<file path="config.mk">
export PLATFORM = sky130hd
export DESIGN_NAME = crc4_frame_unit
export DESIGN_NICKNAME = d
export VERILOG_FILES = /design/src/rtl/crc4_pkg.sv /design/src/rtl/crc4_xor_tree.sv /design/src/rtl/crc4_frame_check.sv /design/src/rtl/crc4_serial_engine.sv /design/src/rtl/crc4_frame_unit.sv
export SDC_FILE = /design/constraint.sdc
export NUM_CORES = 1
export LEC_CHECK = 0
export ABC_CLOCK_PERIOD_IN_PS = 4300
export BUFFER_PORTS_ARGS = -buffer_cell sky130_fd_sc_hd__buf_2
export CORE_MARGIN = 10
export CORE_UTILIZATION = 50
export CTS_BUF_LIST = sky130_fd_sc_hd__clkbuf_4
export DETAILED_ROUTE_END_ITERATION = 10
export PLACE_DENSITY = 0.86
export SLEW_MARGIN = 20
export SYNTH_ARGS = -nofsm -noshare
export SYNTH_HDL_FRONTEND = slang
export SYNTH_HIERARCHICAL = 1
export SYNTH_SLANG_ARGS = --single-unit
</file>
<file path="constraint.sdc">
create_clock -name clk -period 4.3 [get_ports clk]
set_clock_uncertainty 0.2 [all_clocks]
set_input_delay 0.43 -clock clk [delete_from_list [all_inputs] [get_ports clk]]
set_output_delay 0.43 -clock clk [all_outputs]
set_load 0.005 [all_outputs]
</file>
<file path="src/rtl/crc4_pkg.sv">
// Shared constants and types for the CRC-4 frame protector.
// Assumes the generator x^4 + x + 1; POLY holds its low four coefficients.
package crc4_pkg;
    localparam int                 DEF_MSG_W = 12;
    localparam int                 DEF_CRC_W = 4;
    localparam logic [DEF_CRC_W-1:0] DEF_POLY = 4'b0011;

    typedef enum logic {
        MODE_GEN = 1'b0,
        MODE_CHK = 1'b1
    } crc_mode_e;
endpackage

</file>
<file path="src/rtl/crc4_xor_tree.sv">
// Parallel remainder of (msg * x^CRC_W) mod g, built only from XOR reductions.
// Each remainder bit XORs the message bits whose weight x^(j+CRC_W) mod g
// has that bit set; the masks are constants computed at elaboration.
// Assumes CRC_W >= 2 and msg[MSG_W-1] is the first (most significant) bit.
module crc4_xor_tree #(
    parameter int                MSG_W = 12,
    parameter int                CRC_W = 4,
    parameter logic [CRC_W-1:0]  POLY  = 4'b0011
) (
    input  logic [MSG_W-1:0] msg,
    output logic [CRC_W-1:0] rem
);
    // x^e mod g, evaluated by repeated multiply-by-x
    function automatic logic [CRC_W-1:0] pow_rem(input int e);
        logic [CRC_W-1:0] r;
        r = {{(CRC_W-1){1'b0}}, 1'b1};
        for (int k = 0; k < e; k++) begin
            r = {r[CRC_W-2:0], 1'b0} ^ (r[CRC_W-1] ? POLY : '0);
        end
        return r;
    endfunction

    // Message bits that feed remainder bit b
    function automatic logic [MSG_W-1:0] tap_mask(input int b);
        logic [MSG_W-1:0] m;
        logic [CRC_W-1:0] w;
        m = '0;
        for (int j = 0; j < MSG_W; j++) begin
            w    = pow_rem(j + CRC_W);
            m[j] = w[b];
        end
        return m;
    endfunction

    for (genvar gi = 0; gi < CRC_W; gi++) begin : g_rem_bit
        localparam logic [MSG_W-1:0] MASK = tap_mask(gi);
        // One XOR reduction per remainder bit
        assign rem[gi] = ^(msg & MASK);
    end
endmodule

</file>
<file path="src/rtl/crc4_frame_check.sv">
// Parallel validity test for a received frame.
// Because the check bits arrive complemented, the frame is valid exactly when
// the payload's remainder equals the complement of the trailing bits; this is
// the same as a zero remainder after un-inverting and dividing all bits.
module crc4_frame_check #(
    parameter int                MSG_W = 12,
    parameter int                CRC_W = 4,
    parameter logic [CRC_W-1:0]  POLY  = 4'b0011,
    localparam int               FRAME_W = MSG_W + CRC_W
) (
    input  logic [FRAME_W-1:0] frame,
    output logic               ok
);
    logic [CRC_W-1:0] payload_rem;

    crc4_xor_tree #(.MSG_W(MSG_W), .CRC_W(CRC_W), .POLY(POLY)) i_tree (
        .msg (frame[FRAME_W-1:CRC_W]),
        .rem (payload_rem)
    );

    // Zero-remainder test expressed as an XOR compare
    assign ok = ~|(payload_rem ^ ~frame[CRC_W-1:0]);
endmodule

</file>
<file path="src/rtl/crc4_serial_engine.sv">
// Bit-serial divider: a CRC_W-bit shift register with feedback taps POLY.
// A start clears it and latches the mode; then MSG_W (generate) or
// MSG_W+CRC_W (check) qualified bits are shifted in, MSB first. In check mode
// the final CRC_W bits are complemented on entry. Completion drops busy,
// pulses done for one cycle and freezes the result until the next start.
module crc4_serial_engine
    import crc4_pkg::*;
#(
    parameter int                MSG_W = 12,
    parameter int                CRC_W = 4,
    parameter logic [CRC_W-1:0]  POLY  = 4'b0011
) (
    input  logic             clk,
    input  logic             rst_n,
    input  logic             start,
    input  logic             mode_in,
    input  logic             bit_en,
    input  logic             bit_in,
    output logic             done,
    output logic [CRC_W-1:0] rem,
    output logic             ok,
    output crc_mode_e        run_mode
);
    localparam int                CNT_W    = $clog2(MSG_W + CRC_W + 1);
    localparam logic [CNT_W-1:0]  GEN_LAST = CNT_W'(MSG_W - 1);
    localparam logic [CNT_W-1:0]  CHK_LAST = CNT_W'(MSG_W + CRC_W - 1);
    localparam logic [CNT_W-1:0]  INV_FROM = CNT_W'(MSG_W);

    logic [CRC_W-1:0] lfsr_q;
    logic [CRC_W-1:0] lfsr_nxt;
    logic [CNT_W-1:0] cnt_q;
    logic [CNT_W-1:0] last_idx;
    logic             busy_q;
    logic             done_q;
    logic             ok_q;
    crc_mode_e        mode_q;
    logic             eff_bit;
    logic             fb;

    // Next shift-register value for the incoming bit
    always_comb begin
        last_idx = (mode_q == MODE_CHK) ? CHK_LAST : GEN_LAST;
        eff_bit  = bit_in ^ ((mode_q == MODE_CHK) && (cnt_q >= INV_FROM));
        fb       = lfsr_q[CRC_W-1] ^ eff_bit;
        lfsr_nxt = {lfsr_q[CRC_W-2:0], 1'b0} ^ (fb ? POLY : '0);
    end

    // Run control: start, shift, count and completion
    always_ff @(posedge clk) begin
        if (!rst_n) begin
            lfsr_q <= '0;
            cnt_q  <= '0;
            busy_q <= 1'b0;
            done_q <= 1'b0;
            ok_q   <= 1'b0;
            mode_q <= MODE_GEN;
        end else if (start) begin
            lfsr_q <= '0;
            cnt_q  <= '0;
            busy_q <= 1'b1;
            done_q <= 1'b0;
            ok_q   <= 1'b0;
            mode_q <= crc_mode_e'(mode_in);
        end else begin
            done_q <= 1'b0;
            if (busy_q && bit_en) begin
                lfsr_q <= lfsr_nxt;
                cnt_q  <= cnt_q + 1'b1;
                if (cnt_q == last_idx) begin
                    busy_q <= 1'b0;
                    done_q <= 1'b1;
                    ok_q   <= (mode_q == MODE_CHK) && (lfsr_nxt == '0);
                end
            end
        end
    end

    assign done     = done_q;
    assign rem      = lfsr_q;
    assign ok       = ok_q;
    assign run_mode = mode_q;
endmodule

</file>
<file path="src/rtl/crc4_frame_unit.sv">
// Top of the CRC-4 frame protector.
// Parallel generate (payload -> frame with complemented check bits), parallel
// check of a received frame, and a serial engine for either job.
// Assumes synchronous active-low reset; the parallel paths are unclocked.
module crc4_frame_unit
    import crc4_pkg::*;
#(
    parameter int                MSG_W = DEF_MSG_W,
    parameter int                CRC_W = DEF_CRC_W,
    parameter logic [CRC_W-1:0]  POLY  = DEF_POLY,
    localparam int               FRAME_W = MSG_W + CRC_W
) (
    input  logic               clk,
    input  logic               rst_n,
    input  logic [MSG_W-1:0]   par_msg,
    output logic [CRC_W-1:0]   par_crc,
    output logic [FRAME_W-1:0] par_frame,
    input  logic [FRAME_W-1:0] par_rx_frame,
    output logic               par_rx_ok,
    input  logic               ser_start,
    input  logic               ser_mode,
    input  logic               ser_bit_en,
    input  logic               ser_bit,
    output logic               ser_done,
    output logic [CRC_W-1:0]   ser_crc,
    output logic               ser_ok
);
    crc_mode_e eng_mode;

    crc4_xor_tree #(.MSG_W(MSG_W), .CRC_W(CRC_W), .POLY(POLY)) i_gen_tree (
        .msg (par_msg),
        .rem (par_crc)
    );

    // Outgoing frame: payload first, complemented check bits last
    assign par_frame = {par_msg, ~par_crc};

    crc4_frame_check #(.MSG_W(MSG_W), .CRC_W(CRC_W), .POLY(POLY)) i_rx_check (
        .frame (par_rx_frame),
        .ok    (par_rx_ok)
    );

    crc4_serial_engine #(.MSG_W(MSG_W), .CRC_W(CRC_W), .POLY(POLY)) i_serial (
        .clk      (clk),
        .rst_n    (rst_n),
        .start    (ser_start),
        .mode_in  (ser_mode),
        .bit_en   (ser_bit_en),
        .bit_in   (ser_bit),
        .done     (ser_done),
        .rem      (ser_crc),
        .ok       (ser_ok),
        .run_mode (eng_mode)
    );
endmodule

</file>
Word level (Yosys, flattened, before mapping)

Index checks and enable logic that the tools add are counted.

Word-level logic and storage cells: 43
Bits in registers: 13
Input port bits: 34
Output and inout bits: 27

Bitwise logic cells: 8
Multiplexer cells: 6
$add $sub $neg: 1
Eq/ne operators: 1
Magnitude comparators: 1
Reduce and logical (&&, ||, !) cells: 20

Operator list:

| kind                                                 | count |
|---|---|
| parity 12 bit                                        | 8 |
| NOT 4 bit                                            | 2 |
| bitwise XOR 4 bit                                    | 2 |
| adder 5 x 1 -> 5 bit (second input constant)         | 1 |
| equality test 5 bit                                  | 1 |
| >= comparator 5 x 4 -> 1 bit (second input constant) | 1 |
| zero test 4 bit                                      | 1 |
| 2-to-1 mux 1 bit                                     | 4 |
| AND reduction 2 bit                                  | 2 |
| nonzero test 2 bit                                   | 2 |
| OR reduction 4 bit                                   | 1 |
| logical AND 1 bit                                    | 3 |
| 2-to-1 mux 3 bit                                     | 1 |
| OR reduction 3 bit                                   | 1 |
| 2-to-1 mux 2 bit                                     | 1 |
| NOT 1 bit                                            | 2 |
| OR reduction 2 bit                                   | 1 |
| bitwise XOR 1 bit                                    | 2 |
| zero test 1 bit                                      | 1 |

Logic depth before layout (Yosys ltp)

Depth after elaboration: 8
Mapped depth: 7
Depth with buffers taken out: 7

By module

The synthesis kept the hierarchy.

Modules (own cells, without submodules):

| module             | instances | cells each | area each (µm²) | sequential area each (µm²) |
|---|---|---|---|---|
| crc4_serial_engine | 1         | 73         | 650.6           | 260.2 |
| crc4_xor_tree      | 2         | 13         | 227.7           | 0.0 |
| crc4_frame_unit    | 1         | 16         | 105.1           | 0.0 |
| crc4_frame_check   | 1         | 5          | 41.3            | 0.0 |

Worst setup path before layout

No wires, ideal clock.

Path type: input-to-output
From: input port par_rx_frame[13]
To: output port par_rx_ok
Buffers on the path: 0
Data required time: 3670 ps
Stages: 4
Arrival time: 1628 ps
Path slack: 2042 ps
Cells stage by stage: xor3_1 -> xnor3_1 -> xnor2_1 -> nor4_1

Cells in the longest elaborated chain, start to end: 4
Elaborated cells between the ends (all ways): 6
Classes of those cells: bitwise: 1; reduce/logical: 5

RTL lines:

| what                                | line                   | text |
|---|---|---|
| start, declared                     | crc4_frame_unit.sv:18  | `input logic [FRAME_W-1:0] par_rx_frame,` |
| parity 12 bit                       | crc4_xor_tree.sv:38    | `assign rem[gi] = ^(msg & MASK);` |
| named net i_rx_check.payload_rem[0] | crc4_frame_check.sv:14 | `logic [CRC_W-1:0] payload_rem;` |
| bitwise XOR 4 bit                   | crc4_frame_check.sv:22 | `assign ok = ~\|(payload_rem ^ ~frame[CRC_W-1:0]);` |
| OR reduction 4 bit                  | crc4_frame_check.sv:22 |  |
| zero test 1 bit                     | crc4_frame_check.sv:22 |  |
| end, declared                       | crc4_frame_unit.sv:19  | `output logic par_rx_ok,` |

The timed path passes the listed nets, and every way through them passes these cells.

Worst setup path in the final report

Ends and elaborated chain as after synthesis.

==> impl_summary.md <==
Run status
The flow ran to the end, and the final reports show no timing, DRC or antenna violations.

Flow run
Across the run, the number of max-cap violations was 0.

Pwr
The clock network power share is 21.0%. The worst-case IR drop observed on VDD is 0.000180 V. The share of total power dissipated in sequential elements is 31.6%.

Summed over all nets, the switching power comes to 0.117 mW. The fraction of power spent switching nets is 29.5%. The design internal power is 0.280 mW. The leakage power total is 0.768 nW.

Combinational logic is responsible for 47.5% of the overall power. For this design the ratio of total power to cell area is 266 nW/um^2.

Timing
The ratio of final minimum period to clock period is 59.7%. The highest clock rate is 389 MHz. The max-slew violation count is 0. The shortest clock period the worst path allows after layout is 2570 ps. Final hold analysis gives a worst-case slack of 190 ps. The slew of the pin with the lowest slew margin is 416 ps. Setup slack on the critical path of the routed design comes to 1730 ps. After routing, the total negative slack on setup checks comes to 0 ps. Setup violations remaining at the end of the flow were counted as 0. The hold violation count in the final report is 0. Setup repair after global routing left no endpoint under its margin.

The relative slew slack is 72.2%.

GRT
Entering global routing, the biggest net connects 12 pins. The number of global-route vias before repair was 1064. The overflow left after global routing is 0. The initial antenna violation count came to 0. The first global-routing pass estimated 4.90 mm of wire.

The global router's overall resource usage is 11.9%.

Drt
The via total after detailed routing is 973. The number of violations reported at the end of detailed-routing iteration 0 is 14. For this run, design rule violations remaining after detail routing come to 0. In the final routed layout, each cell accounts on average for 15.2 um. Dividing the detail-routed via count by the number of cells gives 4.94.

In this run the remaining antenna-violating nets after routing total 0. The first-pass iteration count of the detailed router is 4. After detailed routing, the total wire length is 2.99 mm.

Critical path
The number of logic stages on the critical path including buffering is 6. The critical path goes through buf_2 > xor3_1 > xnor3_1 > xnor2_1 > nor4_1 > buf_2. The cell family with the largest share of critical-path delay is XOR/XNOR gates. The number of buffers and inverters on the critical path is 2. The critical path is of the in2out type. Among the stages of the critical path, the cell type that occurs most often is buf_2. On the worst path, the slowest cell contributes a delay of 420 ps. The path depth of the worst reg2reg path is 7. The endpoint type of the worst setup path is an output pin. STA classifies the critical path startpoint as an input port. STA puts the critical path data required time at 3670 ps. The cell with the largest stage delay on the worst path is xnor3_1. Of all nets on the critical path, the largest fanout is 2. Data arrives at the worst endpoint at 1940 ps.

Synth
The count of distinct cell types in the synthesized netlist is 31. The synthesized netlist occupies a cell area of 1250 um^2. The mean instance size in the synthesized netlist is 10.4 um^2. Counting flops and latches in the post-synthesis netlist gives 13. The sequential fraction of the synthesis area is 20.8%. The warning count from the yosys run is 6. The number of nets handed over by synthesis was 157.

Synthesis handed over a netlist of 120 instances.

Floorplan
The number of top-level pins is 61. The die covers 4910 um^2. The effective utilization at floorplan is 51.5%. The die is 70.1 um tall. The number of placement rows is 18. The core region is 2430 um^2.

In this run the horizontal extent of the chip is 70.1 um.

Hold path
The type of the most critical hold path is in2reg. The worst hold path passes through 2 cells.

Finish
The layout overhead on the synthesized area is 19.2%. The fill cell instance count of the final layout is 203. The final layout contains 205 nets. In the final layout, the share of cells above drive strength 1 is 40.1%. The total inserted antenna cells is 0. The final standard cell count with taps included and fillers excluded is 197.

CTS
Clock latency on the worst-skew pair, taken at its later pin, is 280 ps. The number of gates resized after cts is 0. TritonCTS built the clock tree. The CTS clock-pin slew for the worst setup and hold paths is 80 ps. The number of buffers inserted by hold repair at cts is 0. CTS built an H-tree with a depth of 1. The maximum number of buffers from clock root to sink is 2. The cell sitting at the root of the clock tree is a clkbuf_4.

For this design, the sink count on the clock tree is 13. Counting the buffers created by CTS gives 3. After clock tree synthesis, the setup repair step added 0 buffers.

Placement
The wire-length estimate of the detail-placed layout is 2.62 mm. Routability-driven placement finished with a final weighted congestion of 0.775. Input and output buffers added on the ports amount to 60. The worst slack at placement is 1700 ps. In this run, placement finished with an instance count of 193.
-- registers in the layout, indices dropped and copies added (netlist names) --
name and cells:
i_serial/ok 1, i_serial/run_mode 1, i_serial/rem 4, i_serial/cnt_q 5, i_serial/done 1, i_serial/busy_q 1
-- power by group through the flow --
stage	registers [mW]	clock network [mW]	logic, mW
floorplan	0.126	0	0.131
global placement	0.128	0	0.185
detailed placement	0.128	0	0.192
CTS	0.125	0.0855	0.193
global route	0.126	0.0924	0.208
finish	0.125	0.0833	0.189
-- layout by cell type, fill, tap and decap left out --
cell type,instances
dfxtp_1,13
xnor2_1,15
nand3_1,6
clkbuf_4,4
ha_1,3
o211ai_1,1
buf_2,60
o21ai_0,3
or3_1,2
xnor3_1,10
o31ai_1,1
xor2_1,4
a2111o_1,1
nor4_1,2
a21oi_1,7
nand3_4,1
mux2i_1,1
nand2_1,7
nor2b_1,2
or4_1,1
a21o_1,1
xor3_1,4
nand4_1,1
xnor3_2,2
nand3b_1,1
inv_1,7
nor3_1,1
nand4bb_1,1
nor2_1,3
nand2b_1,2
-- cell usage after synthesis --
cell | instances | share of area [%]
mux2i_1 | 1 | 0.80
buf_6 | 1 | 0.90
xnor3_1 | 10 | 18
clkbuf_1 | 1 | 0.30
xor2_1 | 4 | 2.8
nand2b_1 | 2 | 1.0
nor3_1 | 1 | 0.40
o21ai_0 | 3 | 1.2
nand2_1 | 7 | 2.1
a21o_1 | 1 | 0.60
a2111o_1 | 1 | 0.90
nand3_4 | 1 | 1.4
dfxtp_1 | 13 | 21
a21oi_1 | 7 | 2.8
o31ai_1 | 1 | 0.60
buf_4 | 15 | 9.0
nor2_1 | 3 | 0.90
inv_1 | 7 | 2.1
nand4_1 | 1 | 0.50
xnor2_1 | 15 | 10
nand3b_1 | 1 | 0.60
or4_1 | 1 | 0.60
nand4bb_1 | 1 | 0.90
nor4_1 | 2 | 1.0
or3_1 | 2 | 1.0
nand3_1 | 6 | 2.4
nor2b_1 | 2 | 1.0
ha_1 | 3 | 3.0
xor3_1 | 4 | 7.6
xnor3_2 | 2 | 3.8
o211ai_1 | 1 | 0.60
-- path summary, 6_finish.rpt --
| path | from | endpoint | slack, ps |
|---|---|---|---|
| hold reg to reg | i_serial/ok$_SDFFE_PP0P_ | i_serial/ok$_SDFFE_PP0P_ | 290 |
| hold / removal | rst_n | i_serial/run_mode$_SDFFE_PN0P_ | 190 |
| setup reg to reg | i_serial/cnt_q[2]$_SDFFE_PP0P_ | i_serial/ok$_SDFFE_PP0P_ | 2350 |
| setup / recovery | par_rx_frame[13] | par_rx_ok | 1730 |
-- layer usage --
layer	wire, um	track usage (%)
met5	0	0
met4	25	3.29
met3	296	4.94
met2	1480	21.5
met1	1180	12.1
-- area by class of cell --
class / count / area [um^2] / area share, %
multi-input combinational: 83 / 838 / 56.2
tap: 30 / 37.5 / 2.51
sequential: 13 / 260 / 17.4
timing repair buffer: 60 / 300 / 20.1
inverter: 7 / 26.3 / 1.76
clock buffer: 4 / 30.0 / 2.01
-- through the flow --
stage / total power [mW] / area [um^2] / utilization, %
final: 0.397 / 1490 / 61.4
after detailed placement: 0.320 / 1460 / 60.1
after global routing: 0.426 / 1490 / 61.4
after floorplan: 0.257 / 1250 / -
after CTS: 0.404 / 1490 / 61.4
after global placement: 0.313 / 1460 / 60.1
-- cells by family (layout without fill, tap and decap cells) --
kind of cell / count (synthesis) / count (layout) / share of synthesized area, %
xor gates and xnor gates: 35 / 35 / 42.7
adders and majority gates: 3 / 3 / 3.00
DFF: 13 / 13 / 20.8
AOI/OAI and AO/OA: 14 / 14 / 6.69
buffers and inverters: 24 / 71 / 12.3
muxes: 1 / 1 / 0.799
and+or+nand+nor: 30 / 30 / 13.8
Note: power is estimated with default switching activity, not from simulation.
